`src/rtl/bus_strobe_pkg.sv`:
```
package bus_strobe_pkg;

  // Per-machine-cycle mode captured at the cycle boundary.
  typedef struct packed {
    logic ext_exec;   // fetching code from external memory
    logic data_move;  // this is the data cycle of an external data move
    logic code_read;  // code-table read in progress
    logic ale_quiet;  // software request to quieten the latch pulse
  } cycle_mode_t;

  localparam cycle_mode_t MODE_RESET = '{ext_exec: 1'b0, data_move: 1'b0,
                                         code_read: 1'b0, ale_quiet: 1'b0};

endpackage

```
`src/rtl/sg_tick_counter.sv`:
```
module sg_tick_counter #(
  parameter int STATES = 6,
  parameter int PHASES = 2
) (
  input  logic                                        clk_i,
  input  logic                                        rst_i,
  output logic [$clog2(STATES*PHASES)-1:0]            tick_o,
  output logic                                        last_o,
  output logic [$clog2(STATES)-1:0]                   state_o,
  output logic [((PHASES > 1) ? $clog2(PHASES) : 1)-1:0] phase_o
);
  localparam int TICKS = STATES * PHASES;
  localparam int TW    = $clog2(TICKS);
  localparam int SW    = $clog2(STATES);
  localparam int PW    = (PHASES > 1) ? $clog2(PHASES) : 1;
  localparam logic [TW-1:0] LAST_T  = TW'(TICKS - 1);
  localparam logic [TW-1:0] PHASE_T = TW'(PHASES);

  logic [TW-1:0] tick_q;

  always_ff @(posedge clk_i) begin
    if (rst_i)              tick_q <= '0;
    else if (tick_q == LAST_T) tick_q <= '0;
    else                    tick_q <= tick_q + 1'b1;
  end

  assign tick_o  = tick_q;
  assign last_o  = (tick_q == LAST_T);
  assign state_o = SW'(tick_q / PHASE_T);
  assign phase_o = PW'(tick_q % PHASE_T);

  // the counter wraps to S1P1 after the last phase
  assert_tick_wrap_R2: assert property (@(posedge clk_i) disable iff (rst_i)
    last_o |=> (tick_q == '0));

  // otherwise it steps by exactly one
  assert_tick_step_R2: assert property (@(posedge clk_i) disable iff (rst_i)
    !last_o |=> (tick_q == $past(tick_q) + 1'b1));

endmodule

```
`src/rtl/sg_mode_latch.sv`:
```
module sg_mode_latch
  import bus_strobe_pkg::*;
(
  input  logic        clk_i,
  input  logic        rst_i,
  input  logic        load_i,
  input  logic        ext_exec_i,
  input  logic        movx_i,
  input  logic        movc_i,
  input  logic        ale_quiet_i,
  output cycle_mode_t mode_o
);
  cycle_mode_t mode_q;

  always_ff @(posedge clk_i) begin
    if (rst_i) begin
      mode_q <= MODE_RESET;
    end else if (load_i) begin
      mode_q.ext_exec  <= ext_exec_i;
      mode_q.data_move <= movx_i;
      mode_q.code_read <= movc_i;
      mode_q.ale_quiet <= ale_quiet_i;
    end
  end

  assign mode_o = mode_q;

  // mode only moves at the cycle boundary
  assert_mode_hold_R10: assert property (@(posedge clk_i) disable iff (rst_i)
    !load_i |=> $stable(mode_q));

endmodule

```
`src/rtl/sg_strobe_decode.sv`:
```
module sg_strobe_decode
  import bus_strobe_pkg::*;
#(
  parameter int STATES       = 6,
  parameter int PHASES       = 2,
  parameter int ALE_STATE_A  = 0,
  parameter int ALE_STATE_B  = 3,
  parameter int ALE_SKIP     = 0,
  parameter int PSEN_STATE_A = 2,
  parameter int PSEN_STATE_B = 5,
  parameter int PSEN_STATES  = 2
) (
  input  logic                              clk_i,
  input  logic                              rst_i,
  input  logic [$clog2(STATES*PHASES)-1:0]  tick_i,
  input  logic                              last_i,
  input  cycle_mode_t                       mode_i,
  output logic                              ale_o,
  output logic                              psen_n_o
);
  localparam int TICKS = STATES * PHASES;
  localparam int TW    = $clog2(TICKS);

  logic [TW:0] tick_x;
  assign tick_x = {1'b0, tick_i};

  // ---------------- address-latch pulses ----------------
  logic [1:0] ale_hit;
  logic       ale_enable;

  for (genvar g = 0; g < 2; g++) begin : g_ale_slot
    localparam int ST = (g == 0) ? ALE_STATE_A : ALE_STATE_B;
    localparam logic [TW:0] SLOT_T = (TW+1)'(ST * PHASES + PHASES - 1);
    localparam bit SKIPPABLE = (g == ALE_SKIP);
    assign ale_hit[g] = (tick_x == SLOT_T) && !(SKIPPABLE && mode_i.data_move);
  end

  assign ale_enable = mode_i.ext_exec | ~mode_i.ale_quiet |
                      mode_i.data_move | mode_i.code_read;
  assign ale_o = ale_enable & (|ale_hit);

  // ---------------- code-fetch strobes ----------------
  logic       fetch_issue;
  logic [1:0] win_hit;
  logic [1:0] tail_hit;

  assign fetch_issue = mode_i.ext_exec & ~mode_i.data_move;

  for (genvar g = 0; g < 2; g++) begin : g_psen_win
    localparam int ST    = (g == 0) ? PSEN_STATE_A : PSEN_STATE_B;
    localparam int LO    = ST * PHASES;
    localparam int HI_X  = LO + PSEN_STATES * PHASES;
    localparam int IN_HI = (HI_X > TICKS) ? TICKS : HI_X;
    localparam int TAIL  = (HI_X > TICKS) ? (HI_X - TICKS) : 0;
    localparam logic [TW:0] LO_T = (TW+1)'(LO);
    localparam logic [TW:0] HI_T = (TW+1)'(IN_HI);

    assign win_hit[g] = fetch_issue && (tick_x >= LO_T) && (tick_x < HI_T);

    if (TAIL > 0) begin : g_tail
      localparam logic [TW:0] TAIL_T = (TW+1)'(TAIL);
      logic tail_q;
      always_ff @(posedge clk_i) begin
        if (rst_i)       tail_q <= 1'b0;
        else if (last_i) tail_q <= fetch_issue;
      end
      assign tail_hit[g] = tail_q && (tick_x < TAIL_T);
    end else begin : g_no_tail
      assign tail_hit[g] = 1'b0;
    end
  end

  assign psen_n_o = ~((|win_hit) | (|tail_hit));

  // each latch pulse is a single clock wide
  assert_ale_single_R3: assert property (@(posedge clk_i) disable iff (rst_i)
    ale_o |=> !ale_o);

  // the skippable slot stays quiet in a data-move cycle
  assert_ale_skip_R4: assert property (@(posedge clk_i) disable iff (rst_i)
    (mode_i.data_move && tick_x == (TW+1)'(ALE_STATE_A * PHASES + PHASES - 1))
      |-> !ale_o);

  // a fetch strobe, once started, lasts at least one more clock
  assert_psen_width_R7: assert property (@(posedge clk_i) disable iff (rst_i)
    $fell(psen_n_o) |=> !psen_n_o);

endmodule

```
`src/rtl/bus_strobe_gen.sv`:
```
module bus_strobe_gen
  import bus_strobe_pkg::*;
#(
  parameter int STATES       = 6,
  parameter int PHASES       = 2,
  parameter int ALE_STATE_A  = 0,
  parameter int ALE_STATE_B  = 3,
  parameter int ALE_SKIP     = 0,
  parameter int PSEN_STATE_A = 2,
  parameter int PSEN_STATE_B = 5,
  parameter int PSEN_STATES  = 2
) (
  input  logic                                           clk_i,
  input  logic                                           rst_i,
  input  logic                                           ext_exec_i,
  input  logic                                           movx_i,
  input  logic                                           movc_i,
  input  logic                                           ale_quiet_i,
  output logic                                           ale_o,
  output logic                                           psen_n_o,
  output logic [$clog2(STATES)-1:0]                      state_o,
  output logic [((PHASES > 1) ? $clog2(PHASES) : 1)-1:0] phase_o
);
  localparam int TW = $clog2(STATES * PHASES);

  logic [TW-1:0] tick;
  logic          last;
  cycle_mode_t   mode;

  sg_tick_counter #(.STATES(STATES), .PHASES(PHASES)) u_tick (
    .clk_i   (clk_i),
    .rst_i   (rst_i),
    .tick_o  (tick),
    .last_o  (last),
    .state_o (state_o),
    .phase_o (phase_o)
  );

  sg_mode_latch u_mode (
    .clk_i       (clk_i),
    .rst_i       (rst_i),
    .load_i      (last),
    .ext_exec_i  (ext_exec_i),
    .movx_i      (movx_i),
    .movc_i      (movc_i),
    .ale_quiet_i (ale_quiet_i),
    .mode_o      (mode)
  );

  sg_strobe_decode #(
    .STATES       (STATES),
    .PHASES       (PHASES),
    .ALE_STATE_A  (ALE_STATE_A),
    .ALE_STATE_B  (ALE_STATE_B),
    .ALE_SKIP     (ALE_SKIP),
    .PSEN_STATE_A (PSEN_STATE_A),
    .PSEN_STATE_B (PSEN_STATE_B),
    .PSEN_STATES  (PSEN_STATES)
  ) u_decode (
    .clk_i    (clk_i),
    .rst_i    (rst_i),
    .tick_i   (tick),
    .last_i   (last),
    .mode_i   (mode),
    .ale_o    (ale_o),
    .psen_n_o (psen_n_o)
  );

endmodule

```
`config.mk`:
```
export PLATFORM = sky130hd
export DESIGN_NAME = bus_strobe_gen
export DESIGN_NICKNAME = d
export VERILOG_FILES = /design/src/rtl/bus_strobe_pkg.sv /design/src/rtl/sg_tick_counter.sv /design/src/rtl/sg_mode_latch.sv /design/src/rtl/sg_strobe_decode.sv /design/src/rtl/bus_strobe_gen.sv
export SDC_FILE = /design/constraint.sdc
export NUM_CORES = 1
export LEC_CHECK = 0
export ABC_AREA = 1
export BUFFER_PORTS_ARGS = -buffer_cell sky130_fd_sc_hd__buf_4
export CAP_MARGIN = 20
export CORE_AREA = 2 2 39 41
export CTS_CLUSTER_DIAMETER = 100
export DETAILED_ROUTE_END_ITERATION = 8
export DIE_AREA = 0 0 41 43
export PLACE_DENSITY = 0.56
export RECOVER_POWER = 25
export SLEW_MARGIN = 20
export SYNTH_ARGS = -nofsm -noshare
export SYNTH_HDL_FRONTEND = slang
export SYNTH_HIERARCHICAL = 1
export SYNTH_SLANG_ARGS = --single-unit
```
`constraint.sdc`:
```
create_clock -name clk_i -period 2.6 [get_ports clk_i]
set_input_delay 0.26 -clock clk_i [delete_from_list [all_inputs] [get_ports clk_i]]
set_output_delay 0.26 -clock clk_i [all_outputs]
set_load 0.05 [all_outputs]
```
[Word level (Yosys, flattened, before mapping)]
Cells that the tools add are included.
Storage, ports and cells
  bits in read-only memories: 0
  memory bits (writable): 0
  bits in latches: 0
  output and inout bits: 6
  logic and storage cells: 34
  memories: 0
  flip-flop bits (word level): 9
Operators by class
  multiplexer cells: 0
  $lt $le $gt $ge: 5
  shift-type cells: 0
  divide/modulo/power cells: 0
  equal/unequal tests: 3
  add/sub/neg operators: 1
  reductions and logical operators: 10
  $mul: 0
  bitwise gates (word level): 9
Operator list (number)
  < comparator 4 bit (second input constant): 2
  logical AND 1 bit: 6
  OR reduction 2 bit: 3
  adder 4 x 1 -> 4 bit (second input constant): 1
  == test 4 x 1 -> 1 bit (second input constant): 1
  == test 4 x 3 -> 1 bit (second input constant): 1
  == test 4 bit (second input constant): 1
  greater-or-equal comparator 4 x 3 -> 1 bit (second input constant): 1
  greater-or-equal comparator 4 bit (second input constant): 1
  < comparator 4 x 2 -> 1 bit (second input constant): 1
  OR 1 bit: 4
  NOT 1 bit: 3
  AND 1 bit: 2
  zero test 1 bit: 1

[Depth between registers and ports, before layout]
  depth in word-level cells: 7
  gate-level depth with buffers: 7
  gate-level depth less buffers: 6

[Hierarchy]
The synthesis kept the hierarchy.
By module, submodules not included
  sg_tick_counter: cells each 25, sequential area each 80.1 um^2, instances 1, area each 198.9 um^2
  sg_mode_latch: cells each 26, sequential area each 80.1 um^2, instances 1, area each 172.7 um^2
  sg_strobe_decode: cells each 23, sequential area each 20.0 um^2, instances 1, area each 115.1 um^2

[Worst setup path before layout]
OpenSTA, ideal clock, no wires.
  path kind: reg-to-output
  from: reg u_tick.tick_q[2] (netlist: u_tick/tick_o[2])
  to: out psen_n_o
  path slack: 0.567 ns
  required time: 2.340 ns
  data arrival time: 1.773 ns
  cell stages (with the launch flop): 6
  buffers on the path: 1
  cell sequence: dfxtp_1 buf_4 nor2_2 nand2_1 nor2_1 a21oi_1
Between the ends
  cells in the longest elaborated chain, start to end: 6
Ends and longest elaborated chain
  start: declaration: RTL line sg_tick_counter.sv:19  | logic [TW-1:0] tick_q;
  start signal: assignment: RTL line sg_tick_counter.sv:24  | else tick_q <= tick_q + 1'b1;
  greater-or-equal comparator 4 x 3 -> 1 bit or greater-or-equal comparator 4 bit (tied branches): RTL line sg_strobe_decode.sv:58  | assign win_hit[g] = fetch_issue && (tick_x >= LO_T) && (tick_x < HI_T);
  logical AND 1 bit (2 in a row): RTL line sg_strobe_decode.sv:58
  OR reduction 2 bit: RTL line sg_strobe_decode.sv:73  | assign psen_n_o = ~((|win_hit) | (|tail_hit));
  OR 1 bit *: RTL line sg_strobe_decode.sv:73
  NOT 1 bit *: RTL line sg_strobe_decode.sv:73
  end: declaration: RTL line bus_strobe_gen.sv:20  | output logic psen_n_o,
Mark *: on every way between the ends. The rest lies on a longest branch, timed or not.

[Final worst setup path]
Same ends and word-level chain as after synthesis.

==> out/qor.yml <==
antenna_cells: 0
fmax_ghz: 0.670
core_region_area_mm2: 0.00138
fin_skew_ns: 0.00970
startpoint: "u_tick/tick_o[2]"
endpoint_kind: "primary output"
clockRootBuffer: "clkbuf_4"
whs_ns: 0.256
syn_avg_cell_area_um2: 6.58
hold_viol: 0
vias_per_cell: 4.17
drtIter0Drc: 9
yosys.area_share.xor_xnor_pct: 0
ys.flop_type: "dfxtp_1"
cts_buffer_depth: 2
drv_slew: 0
synthArstFlopShare_pct: 0
startpoint_type: "flip-flop"
peakVddDrop_uv: 237
fp.dieH_um: 43
synth_area_leaders: "dfxtp_1 37%, nand2_1 12%, nor2_1 11%"
grt_max_degree: 11
post_cts_resized: 0
fin_tns_setup_ns: 0
synth-edff-count: 0
start_util_pct: 35.2
cts_buffers: 3
p_int_w: 0.000220
syn_nets: 81
vias: 417
ant_nets: 0
maxCapViolCount: 0
multi_input_area_um2: 206
switching_share_pct: 28.5
worstPathArrival_ns: 1.23
synth_mux_area_share_pct: 0
yosysMostFrequentCell: "nand2_1"
num-fill-cells: 156
rrSetupSlack_ns: 1.32
synth_top_area_share_pct: 37.0
path_class: "flip-flop to primary output"
drc: 0
reg2reg_to: "u_mode/mode_o[1]"
synth_compound_area_share_pct: 8.48
place_congestion: 0.683
hold_buffers: 0
switchingPower_w: 0.0000880
wl_um: 818
clk_pin_slew_worst_paths_ns: 0.06
area_growth_pct: 17.5
wire_per_inst_um: 8.18
die_w_um: 41
synthAdderAreaFrac_pct: 2.57
rows: 14
crit_end: "psen_n_o"
die_area_mm2: 0.00176
synth_cell_types: 17
io_pins: 12
post_cts_buffers: 0
reg2reg_depth: 6
crit_fanout: 7
synthesis.area_um2: 487
grt_pass1_vias: 327
buffer_ports.inserted: 11
grt_overflow: 0
rsz0062_at_grt: "no"
grt_pass1_wl_um: 1350
clock_latency_ns: 0.26
synthTopCellsByCount: "15 x nand2_1, 14 x nor2_1, 13 x inv_1"
dr.pass1.iters: 4
layout-drive-gt1-share_pct: 22.6
cts_tree: "yes"
ys_ff_latch: 9
grt_usage_pct: 12.2
hold_path.class: "input port to flip-flop"
power_leakage_nw: 0.275
antenna_found_initial: 0
cts-htree-levels: 1
fin_nets: 92
cp.required_ns: 2.34
pwr-share-seq_pct: 48.1
regArea_um2: 180
status: "finished, final reports clean"
synth_top_family_by_area: "simple AND/OR/NAND/NOR gates"
r2r-start: "u_tick/tick_o[1]"
cts.sinks: 9
power_frac_comb_pct: 17.1
yosysTopAreaCell: "dfxtp_1"
synth_seq_area_share_pct: 37.0
setup_viol: 0
post-route-period-util_pct: 57.4
min_period_ns: 1.49
p_per_area_mw_per_mm2: 539
synth_cells: 74
maxSlewHeadroom_pct: 82.3
worst_pin_slew_ns: 0.265
dp_hpwl_um: 615
clockPowerShare_pct: 34.8
synthSimpleGateAreaFrac_pct: 31.9
ys_warn_count: 6
[area by class of cell]
| type | instances | share of cell area, % |
|---|---|---|
| multi-input cells | 45 | 36.1 |
| flip-flops and latches | 9 | 31.5 |
| repair buffers | 11 | 14.4 |
| inverters | 15 | 9.85 |
| clock buffers | 4 | 4.60 |
| well taps | 16 | 3.50 |
[worst min path at each step]
stage,cells past startpoint,start,end
after floorplan,3,rst_i,u_mode/mode_o[0]
after global placement,2,u_mode/mode_o[1],u_mode/mode_o[1]
after detailed placement,2,u_mode/mode_o[0],u_mode/mode_o[0]
after CTS,4,rst_i,u_mode/mode_o[3]
after global routing,3,rst_i,u_decode/g_psen_win[1].g_tail.tail_q
final,4,rst_i,u_mode/mode_o[3]
[metrics by stage]
stage	instances	setup slack, ns	total power, W	utilization (%)	area [um2]
floorplan	74	0.567	0.000192	-	487
global placement	96	1.34	0.000205	39.6	548
detailed placement	96	1.30	0.000205	39.6	548
CTS	100	1.09	0.000312	41.5	574
global route	100	1.02	0.000326	41.3	572
finish	100	1.11	0.000308	41.3	572
[power groups by stage]
stage	clock (W)	combinational, W	sequential (W)
6_report	0.000107	0.0000526	0.000148
5_1_grt	0.000119	0.0000577	0.000149
4_1_cts	0.000110	0.0000534	0.000148
3_5_place_dp	0	0.0000533	0.000151
3_3_place_gp	0	0.0000536	0.000151
2_1_floorplan	0	0.0000294	0.000163
[critical path: stages (launching register included)]
cell and delay, ns:
dfxtp_1 0.46, nor2_2 0.09, nand2_1 0.07, nor2_1 0.04, a21oi_1 0.11, buf_4 0.21
[kinds of logic (layout without fill, tap and decap cells)]
logic type | after synthesis | count (layout)
DFF | 9 | 9
and+or+nand+nor | 37 | 37
AOI/OAI and AO/OA | 7 | 7
adders and majority gates | 1 | 1
buffers and inverters | 20 | 30
[registers in the layout, indices dropped and copies added, names as in the netlist]
name and count:
u_mode/mode_o 4, u_tick/tick_o 4, u_decode/g_psen_win.g_tail.tail_q 1
[routing by layer]
metal  global-route usage (%)  share of wire [%]
met1                     16.1                 48
met2                     14.1                 42
met3                     6.28                7.5
met4                     10.0                2.3
met5                        0                  0
[placed cells by master (no fill, tap or decap), drive strengths merged]
cell type / n
nand3: 3
inv: 15
o21bai: 1
clkbuf: 4
o21ai: 1
nand2: 16
a21oi: 5
nor2: 16
or2: 1
dfxtp: 9
ha: 1
nand4: 1
buf: 11
Power figures use the tool's default switching activity.
